File: src/rtl/lu_pkg.sv
package lu_pkg;
   // Front-end action chosen each cycle
   typedef enum logic [1:0] {
      LU_RUN    = 2'd0,
      LU_HOLD   = 2'd1,
      LU_SQUASH = 2'd2
   } lu_act_e;

   function automatic lu_act_e lu_pick(input logic flush, input logic hold);
      if (flush)     return LU_SQUASH;
      else if (hold) return LU_HOLD;
      else           return LU_RUN;
   endfunction
endpackage

File: src/rtl/lu_src_cmp.sv
module lu_src_cmp #(
   parameter int RW            = 5,
   parameter bit ZERO_IS_CONST = 1'b1
) (
   input  logic [RW-1:0] dst,
   input  logic [RW-1:0] src,
   output logic          hit
);
   if (RW < 1) begin : g_bad_rw
      $error("lu_src_cmp: RW must be at least 1");
   end

   logic same;
   assign same = (dst == src);

   if (ZERO_IS_CONST) begin : g_zero_exempt
      assign hit = same && (dst != '0);
   end else begin : g_plain
      assign hit = same;
   end
endmodule

File: src/rtl/lu_hold_gate.sv
module lu_hold_gate #(
   parameter bit SINGLE_HOLD = 1'b1
) (
   input  logic clk,
   input  logic rst_n,
   input  logic req,
   input  logic flush,
   output logic grant
);
   logic held_q;

   if (SINGLE_HOLD) begin : g_single
      assign grant = req && !flush && !held_q;
   end else begin : g_free
      assign grant = req && !flush;
   end

   always_ff @(posedge clk or negedge rst_n) begin
      if (!rst_n) held_q <= 1'b0;
      else        held_q <= grant;
   end

   if (SINGLE_HOLD) begin : g_chk
      assert_one_cycle_hold_R6: assert property (
         @(posedge clk) disable iff (!rst_n) grant |=> !grant)
         else $error("stall granted twice in a row");
   end
endmodule

File: src/rtl/lu_ctrl_zero.sv
module lu_ctrl_zero #(
   parameter int CW = 8
) (
   input  logic          zero,
   input  logic [CW-1:0] ctrl_in,
   output logic [CW-1:0] ctrl_out
);
   if (CW < 1) begin : g_bad_cw
      $error("lu_ctrl_zero: CW must be at least 1");
   end

   for (genvar i = 0; i < CW; i++) begin : g_bit
      assign ctrl_out[i] = ctrl_in[i] & ~zero;
   end
endmodule

File: src/rtl/lu_stall_ctl.sv
module lu_stall_ctl #(
   parameter int RW            = 5,
   parameter int CW            = 8,
   parameter bit ZERO_IS_CONST = 1'b1,
   parameter bit SINGLE_HOLD   = 1'b1
) (
   input  logic          clk,
   input  logic          rst_n,
   input  logic          dx_mem_rd,
   input  logic [RW-1:0] dx_rd,
   input  logic [RW-1:0] fd_rs,
   input  logic [RW-1:0] fd_rt,
   input  logic          flush,
   input  logic [CW-1:0] ctrl_in,
   output logic          pc_we,
   output logic          fd_we,
   output logic          dx_zero,
   output logic          fd_clr,
   output logic [CW-1:0] ctrl_out
);
   import lu_pkg::*;

   localparam int NSRC = 2;

   logic [RW-1:0]   src [NSRC];
   logic [NSRC-1:0] hit;
   logic            hazard;
   logic            grant;
   lu_act_e         act;

   assign src[0] = fd_rs;
   assign src[1] = fd_rt;

   for (genvar s = 0; s < NSRC; s++) begin : g_cmp
      lu_src_cmp #(.RW(RW), .ZERO_IS_CONST(ZERO_IS_CONST)) u_cmp (
         .dst (dx_rd),
         .src (src[s]),
         .hit (hit[s])
      );
   end

   assign hazard = dx_mem_rd && (|hit);

   lu_hold_gate #(.SINGLE_HOLD(SINGLE_HOLD)) u_gate (
      .clk   (clk),
      .rst_n (rst_n),
      .req   (hazard),
      .flush (flush),
      .grant (grant)
   );

   assign act = lu_pick(flush, grant);

   always_comb begin
      pc_we   = 1'b1;
      fd_we   = 1'b1;
      dx_zero = 1'b0;
      fd_clr  = 1'b0;
      unique case (act)
         LU_HOLD: begin
            pc_we   = 1'b0;
            fd_we   = 1'b0;
            dx_zero = 1'b1;
         end
         LU_SQUASH: begin
            dx_zero = 1'b1;
            fd_clr  = 1'b1;
         end
         default: ;
      endcase
   end

   lu_ctrl_zero #(.CW(CW)) u_zero (
      .zero     (dx_zero),
      .ctrl_in  (ctrl_in),
      .ctrl_out (ctrl_out)
   );

   assert_grant_needs_load_R1: assert property (
      @(posedge clk) disable iff (!rst_n) grant |-> (dx_mem_rd && (dx_rd == fd_rs || dx_rd == fd_rt)))
      else $error("stall without a matching load");

   assert_front_frozen_R4: assert property (
      @(posedge clk) disable iff (!rst_n) grant |-> (!pc_we && !fd_we))
      else $error("front end moved during stall");

   assert_bubble_zeroed_R5: assert property (
      @(posedge clk) disable iff (!rst_n) dx_zero |-> (ctrl_out == '0))
      else $error("bubble carries control bits");

   assert_flush_squash_R7: assert property (
      @(posedge clk) disable iff (!rst_n) flush |-> (fd_clr && dx_zero && fd_we))
      else $error("flush did not squash");

   assert_flush_wins_R8: assert property (
      @(posedge clk) disable iff (!rst_n) flush |-> (pc_we && !grant))
      else $error("stall overrode flush");

   if (ZERO_IS_CONST) begin : g_zchk
      assert_zero_dest_quiet_R3: assert property (
         @(posedge clk) disable iff (!rst_n) (dx_rd == '0) |-> !grant)
         else $error("stall on register zero");
   end
endmodule

File: config.mk
export PLATFORM = sky130hd
export DESIGN_NAME = lu_stall_ctl
export DESIGN_NICKNAME = d
export VERILOG_FILES = /design/src/rtl/lu_pkg.sv /design/src/rtl/lu_src_cmp.sv /design/src/rtl/lu_hold_gate.sv /design/src/rtl/lu_ctrl_zero.sv /design/src/rtl/lu_stall_ctl.sv
export SDC_FILE = /design/constraint.sdc
export NUM_CORES = 1
export LEC_CHECK = 0
export ABC_AREA = 1
export BUFFER_PORTS_ARGS = -buffer_cell sky130_fd_sc_hd__buf_2
export CORE_AREA = 2 2 39 41
export DETAILED_ROUTE_END_ITERATION = 8
export DIE_AREA = 0 0 41 43
export HOLD_SLACK_MARGIN = 0.06
export PLACE_DENSITY = 0.63
export SETUP_SLACK_MARGIN = 0.2
export SLEW_MARGIN = 0
export SYNTH_ARGS = -nofsm -noshare
export SYNTH_HDL_FRONTEND = slang
export SYNTH_SLANG_ARGS = --single-unit
File: constraint.sdc
create_clock -name clk -period 1.68 [get_ports clk]
set_clock_uncertainty 0.05 [all_clocks]
set_input_delay 0.336 -clock clk [delete_from_list [all_inputs] [get_ports clk]]
set_output_delay 0.336 -clock clk [all_outputs]
set_load 0.01 [all_outputs]
==> impl_results.md, run 1 <==
- Count leader, synth: nand2_1
- Mapped Area: 330 sq um
- End of the critical path: ctrl_out[1]
- Avg Synthesized Cell Area: 4.46 sq um
- Via count: 518
- Vias in the first global route: 442
- RR Endpoint: u_gate.held_q
- Post-Synth Simple-Gate Area: 55.3%
- Initial antenna violation count: 0
- Outcome: completed
- Largest family of logic cells by synthesized area: simple AND/OR/NAND/NOR gates
- DRT antenna net count: 0
- RSZ-0062 raised after global routing: true
- Post-synthesis mux area share: 0%
- Grt met1 use: 9.90%
- Yosys top cell area share: 28.4%
- Max FFs per register: 1
- Total global routing overflow: 0
- Detailed Place HPWL: 798 microns
- HP Class: input pin to asynchronous set/reset pin
- Synth Area in XOR/XNOR: 5.30%
- Post-Synth Adder-Cell Area: 0%
- Leakage: 0.484 nW
- Post-synth ARST share: 100%
- Peak VDD IR: 0.000146 V
- MaxCap Viol Count: 0
- Worst r2r src: u_gate.held_q
- Max transition margin: 86.9%
- Initial Util: 23.9%
- Synth Flop Type: dfrtp_1
- Nets: 142
- CP startpoint kind: input pin
- Register area share after synthesis: 7.58%
- Top cells by count, synth: 25 x nand2_1, 24 x inv_1, 13 x nor2_1
- Wire length per cell: 7.84 microns
- Number of synthesized flops with an enable pin: 0
- Fin worst setup slack: 0.0821 ns
- Die W: 41 microns
- Crit path launch: dx_rd[0]
- Final Hold Vio Count: 0
- CP max FO: 5
- Worst endpoint data arrival time: 1.21 ns
- Worst-skew pair later-pin latency: 0 ns
- First DRT Iteration DRCs: 3
- Synthesis warning total: 0
- Layout cells sized above 1: 54.0%
- Port Buf Inserts: 38
- Worst-path clk slew: 0 ns
- Synth area leader: nand2_1
- Gate Count Post-Synth: 74
- Slew Limit Fails: 0
- Drt drc: 0
- # setup viols final: 0
- WP data required: 1.29 ns
- Largest cells by area after synthesis: nand2_1 28%, inv_1 27%, nor2_1 15%
- Fin crit period: 1.60 ns
- CORE AREA: 1380 sq um
- Fraction of the mapped netlist area in compound gates: 0%
- Via density: 4.02
- Tcrit/Tclk final: 95.1%
- Biggest register: u_gate.held_q
- Worst setup EP type: primary output
- Die area: 1760 sq um
- Area delta synth->final: 116%
- Drt pass-1 iters: 4
- I/O pin count: 39
- Busiest grt layer: met2
- CP Class: input pin to primary output
- First-pass GRT wire length: 1460 microns
- Post-Route WL: 1010 microns
- Antenna diodes: 0
- Top flop regs: u_gate.held_q: 1 flops
- Worst-margin pin slew: 0.196 ns
- Post-place setup slack: 0.0519 ns
- Synth Net Count: 101
- FF-to-FF setup slack: 0.74 ns
- Grt met2 use: 23.8%
- Gr usage total: 11.1%
- Reg2Reg Depth: 6
- Hold_ws: 0.0615 ns
- GPL Wtd Cong: 0.686
- Maximum number of pins on one net before global-route repair: 6
- Cell area power density: 252 nW/um^2
- FF+latch count, synth: 1
- Rows: 14
- Global Route met3 Usage: 2.09%
- Maximum clock rate: 0.626 GHz
- Synth cell types: 12
- Die H: 43 microns
==> repair_timing <==
action | 4_1_cts | 5_1_grt
cloned | 1 | 0
pin swaps | 13 | 13
setup buffers | 2 | 0
hold buffers | 0 | 0
setup endpoints to repair | 11 | 11
resized for setup | 22 | 22
==> stage by stage <==
stage	power (mW)	instances	instance area [sq um]	setup TNS [ns]	util, %
floorplan	0.0820	74	330	0	-
global placement	0.134	126	529	0	38.2
detailed placement	0.136	126	529	0	38.2
CTS	0.161	129	638	0	46.1
global route	0.196	129	713	-0.00246	51.5
finish	0.179	129	713	0	51.5
==> placed cells by master (no fill, tap or decap), types with 2 or more instances in the layout <==
master and n:
nand2_4 3, nor2_1 7, buf_8 2, nor2_2 5
nand3_1 2, buf_6 12, nand2_2 4, inv_4 3
inv_2 4, nand4_1 2, nand2_1 21, inv_1 18
buf_2 24
==> worst min-delay path by stage <==
stage                          to  slack (ns)  cells after the start
detailed placement  u_gate.held_q        0.06                      1
global route        u_gate.held_q        0.07                      1
CTS                 u_gate.held_q        0.06                      1
floorplan           u_gate.held_q       -0.01                      0
finish              u_gate.held_q        0.06                      1
global placement    u_gate.held_q        0.06                      1
==> critical path, cell delays in order <==
cell	delay (ns)
buf_8	0.11
nor2_4	0.08
nand4_1	0.09
nand4_1	0.10
inv_1	0.07
nand2_4	0.11
nand2_4	0.08
nor2_1	0.10
buf_2	0.14
==> report_power, final <==
group | total [mW] | internal [mW] | switching (mW)
clock | 0 | 0 | 0
combinational | 0.154 | 0.0842 | 0.0700
sequential | 0.0252 | 0.0251 | 0.000124
==> per-layer routing <==
layer	vias to the layer above	part of all wire, %
met5	-	0
met4	0	0
met3	0	12
met2	29	54
met1	209	34
li1	280	-
==> final cells by class <==
cell class | instances | area, sq um
fill | 134 | 671
tap | 16 | 20.0
timing repair buffer | 40 | 313
sequential | 1 | 25.0
inverter | 25 | 101
multi-input combinational | 47 | 254
==> kinds of logic (layout without fill, tap and decap cells) <==
family,Yosys count,after routing
buffers and inverters,27,65
DFF,1,1
and+or+nand+nor,44,45
xor gates and xnor gates,2,2
(Power assumes the default switching activity.)
==> run 2: changes to the inputs <==
- SETUP_SLACK_MARGIN: 0.2 -> 0.02
==> impl_results.md, run 2 (same netlist as run 1, synthesis figures left out) <==
- Worst-skew pair later-pin latency: 0 ns
- Global Route met3 Usage: 0.524%
- Die H: 43 microns
- Grt met1 use: 9.27%
- Util after Layout: 46.5%
- Cell area power density: 258 nW/um^2
- Die W: 41 microns
- Busiest grt layer: met2
- MaxCap Viol Count: 0
- Worst setup EP type: primary output
- Fin worst setup slack: 0.0789 ns
- Grt met2 use: 20.6%
- Vias in the first global route: 403
- Crit path launch: dx_rd[0]
- Antenna diodes: 0
- Nets: 141
- CP Class: input pin to primary output
- Max FFs per register: 1
- CP max FO: 5
- Outcome: completed
- Drt drc: 0
- Port Buf Inserts: 38
- Initial antenna violation count: 0
- Buf/Inv on CP: 3
- Layout cells sized above 1: 56.3%
- Fin crit period: 1.60 ns
- GPL Wtd Cong: 0.686
- Top flop regs: u_gate.held_q: 1 flops
- Wire length per cell: 7.72 microns
- Leakage: 0.452 nW
- Via count: 520
- I/O pin count: 39
- Hold_ws: 0.0615 ns
- Die area: 1760 sq um
- Worst endpoint data arrival time: 1.22 ns
- CP top delay family: simple AND/OR/NAND/NOR gates
- Area delta synth->final: 94.7%
- First DRT Iteration DRCs: 0
- Peak VDD IR: 0.000146 V
- Via density: 4.06
- Fin cells: 128
- Final Hold Vio Count: 0
- # setup viols final: 0
- Tcrit/Tclk final: 95.3%
- Worst-path clk slew: 0 ns
- CP peak stage delay: 0.13 ns
- Worst-margin pin slew: 0.197 ns
- Most frequent cells in the layout: 30 x buf_2, 21 x nand2_1, 15 x inv_1, 7 x inv_2, 7 x nor2_1
- Finished Cell Area: 643 sq um
- Drt pass-1 iters: 1
- Maximum number of pins on one net before global-route repair: 10
- Rows: 14
- Hold_buf cts: 0
- Total global routing overflow: 0
- Initial Util: 23.9%
- DRT antenna net count: 0
- First-pass GRT wire length: 1260 microns
- Worst r2r src: u_gate.held_q
- CORE AREA: 1380 sq um
- Gr usage total: 9.62%
- Worst-path cell chain: buf_8, nor2_2, nand4_1, nand4_1, inv_2, nand2_4, nand2_4, nor2_1, buf_2
- Placed inst area: 529 sq um
- CP max stage cell: buf_2
- HP Class: input pin to asynchronous set/reset pin
- Post-Route WL: 988 microns
- Most common cell after layout, fill and taps aside: buf_2
- Maximum clock rate: 0.625 GHz
- Placed cells: 126
- Detailed Place HPWL: 798 microns
- CP startpoint kind: input pin
- Slew Limit Fails: 0
- Biggest register: u_gate.held_q
- Filler Cells Inserted: 150
- RSZ-0062 raised after global routing: true
- WP data required: 1.29 ns
- Post-place setup slack: 0.0519 ns
- Max transition margin: 86.8%
## run 2: cell types whose count changed in the layout (fill, tap and decap cells not counted)
cell,before,now
nor2_4,1,0
buf_2,24,30
buf_6,12,6
inv_1,18,15
buf_8,2,1
buf_4,1,2
inv_2,4,7
buf_12,1,0
nor2_2,5,6
## run 2: final cells by class
cell class	instances	area, sq um	area share [%]
well taps	16	20.0	3.11
multi-input cells	47	249	38.7
repair buffers	39	248	38.5
flip-flops and latches	1	25.0	3.89
inverters	25	101	15.8
## run 2: worst paths after layout
| check | end | depth (start not counted) | slack [ns] |
|---|---|---|---|
| setup / recovery | ctrl_out[5] | 9 | 0.08 |
| hold / removal | u_gate.held_q | 1 | 0.06 |
| setup reg to reg | u_gate.held_q | 6 | 0.74 |
| hold reg to reg | u_gate.held_q | 6 | 0.70 |
| max in group asynchronous | u_gate.held_q | 1 | 1.43 |
| min in group clk | u_gate.held_q | 6 | 0.70 |
## run 2: metal layers
metal | share of wire (%) | vias up
li1 | - | 280
met1 | 36 | 211
met2 | 53 | 29
met3 | 11 | 0
met4 | 0 | 0
met5 | 0 | -
## run 2: power by group
group | total (mW) | switching (mW) | internal (mW)
clock network | 0 | 0 | 0
logic | 0.140 | 0.0691 | 0.0713
registers | 0.0252 | 0.000124 | 0.0251
## run 2: worst register-to-register path, delay by kind of cell (launching register included)
family,cells,cell delay [ns]
DFF,1,0.34
buffers and inverters,4,0.31
and+or+nand+nor,2,0.17
## run 2: timing repair
item / CTS / global route
endpoints found under the hold margin: 0 / 0
resized for setup: 0 / 36
endpoints found under the setup margin: 0 / 9
setup buffers: 0 / 1
## run 2: metrics by stage
stage | power (mW) | setup TNS, ns
floorplan | 0.0820 | 0
global placement | 0.134 | 0
detailed placement | 0.136 | 0
CTS | 0.136 | 0
global route | 0.182 | -0.0123
finish | 0.166 | 0
==> run 3: changes to the inputs <==
--- a/constraint.sdc
+++ b/constraint.sdc
@@ -4,2 +4,2 @@
 set_output_delay 0.336 -clock clk [all_outputs]
-set_load 0.01 [all_outputs]
+set_load 0.005 [all_outputs]
==> impl_results.md, run 3 (same netlist as run 1, synthesis figures left out) <==
- Nets: 141
- Slew Limit Fails: 0
- Wire length per cell: 7.15 microns
- Via count: 512
- Vias in the first global route: 362
- Max transition margin: 89.9%
- Setup_tns: 0 ns
- Worst-path clk slew: 0 ns
- Biggest register: u_gate.held_q
- Worst-margin pin slew: 0.151 ns
- Maximum number of pins on one net before global-route repair: 10
- Most frequent cells in the layout: 31 x buf_2, 20 x inv_1, 18 x nand2_1, 9 x nand2_2, 8 x nor2_1
- Gr usage total: 8.51%
- Layout cells sized above 1: 52.7%
- Cell area power density: 245 nW/um^2
- Worst endpoint data arrival time: 1.20 ns
- Busiest grt layer: met2
- Die H: 43 microns
- Drt drc: 0
- Area delta synth->final: 91.7%
- Tcrit/Tclk final: 94.4%
- MaxCap Viol Count: 0
- HP Class: input pin to asynchronous set/reset pin
- First DRT Iteration DRCs: 2
- # setup viols final: 0
- CP Class: input pin to primary output
- Post-Route WL: 915 microns
- Fin crit period: 1.59 ns
- Rows: 14
- Grt met1 use: 7.96%
- CP peak stage delay: 0.11 ns
- RSZ-0062 raised after global routing: true
- GPL Wtd Cong: 0.667
- Most common cell after layout, fill and taps aside: buf_2
- Via density: 4.00
- First-pass GRT wire length: 1150 microns
- Initial antenna violation count: 0
- Worst-path cell chain: buf_2, inv_1, nand2_2, nand2_1, nor2_2, nand3_1, nand2_1, nand2_2, nand2_4, nor2_1, buf_2
- Detailed Place HPWL: 763 microns
- Die W: 41 microns
- Hold_ws: 0.0618 ns
- CP startpoint kind: input pin
- Top flop regs: u_gate.held_q: 1 flops
- CORE AREA: 1380 sq um
- Drt pass-1 iters: 4
- Antenna diodes: 0
- Final Hold Vio Count: 0
- Total global routing overflow: 0
- Maximum clock rate: 0.631 GHz
- CP max FO: 5
- FF-to-FF setup slack: 0.76 ns
- Grt met2 use: 18.1%
- Port Buf Inserts: 38
- Worst setup EP type: primary output
- Filler Cells Inserted: 149
- Global Route met3 Usage: 1.05%
- Leakage: 0.442 nW
- Max FFs per register: 1
- Outcome: completed
- Die area: 1760 sq um
- I/O pin count: 39
- Pwr Total: 155 uW
- DRT antenna net count: 0
- CP max stage cell: nand2_2
- Worst-skew pair later-pin latency: 0 ns
- Hold_buf cts: 0
- WP data required: 1.29 ns
- Initial Util: 23.9%
- Peak VDD IR: 0.000118 V
[run 3: repair_timing]
action / in CTS / in global routing
setup buffers: 0 / 1
resized for setup: 0 / 31
setup endpoints to repair: 0 / 9
[run 3: power breakdown]
group | leakage (nW) | internal (mW) | switching, mW | total [mW]
combinational | 0.428 | 0.0690 | 0.0609 | 0.130
sequential | 0.0139 | 0.0251 | 0.000132 | 0.0252
clock | 0 | 0 | 0 | 0
total | 0.442 | 0.0941 | 0.0611 | 0.155
[run 3: cell type report]
| class | count | area [sq um] | area share, % |
|---|---|---|---|
| flip-flops and latches | 1 | 25.0 | 3.95 |
| well taps | 16 | 20.0 | 3.16 |
| multi-input cells | 47 | 241 | 38.1 |
| inverters | 25 | 101 | 16.0 |
| repair buffers | 39 | 245 | 38.7 |
[run 3: final timing paths]
| check | startpoint | endpoint | cells past startpoint |
|---|---|---|---|
| max in group asynchronous | rst_n | u_gate.held_q | 1 |
| min reg2reg | u_gate.held_q | u_gate.held_q | 6 |
| max reg2reg | u_gate.held_q | u_gate.held_q | 6 |
| min | rst_n | u_gate.held_q | 1 |
| min in group clk | u_gate.held_q | u_gate.held_q | 6 |
| max | fd_rt[0] | ctrl_out[2] | 11 |
[run 3: worst max-delay path: cells and delay by family]
kind          cells  cell delay (ns)
simple gates      8             0.58
buf+inv           3             0.27
[run 3: layer usage]
layer / wire length, microns / share of wire, %
met1: 356 / 39
met2: 450 / 49
met3: 108 / 12
met4: 0 / 0
met5: 0 / 0
[run 3: per-stage QoR]
stage / area (sq um) / setup WS [ns] / utilization, % / instances
after floorplan: 330 / 0.341 / - / 74
after global placement: 529 / 0.0836 / 38.2 / 126
after detailed placement: 529 / 0.0689 / 38.2 / 126
after CTS: 529 / 0.0651 / 38.2 / 126
after global routing: 633 / 0.00176 / 45.8 / 128
final: 633 / 0.0948 / 45.8 / 128
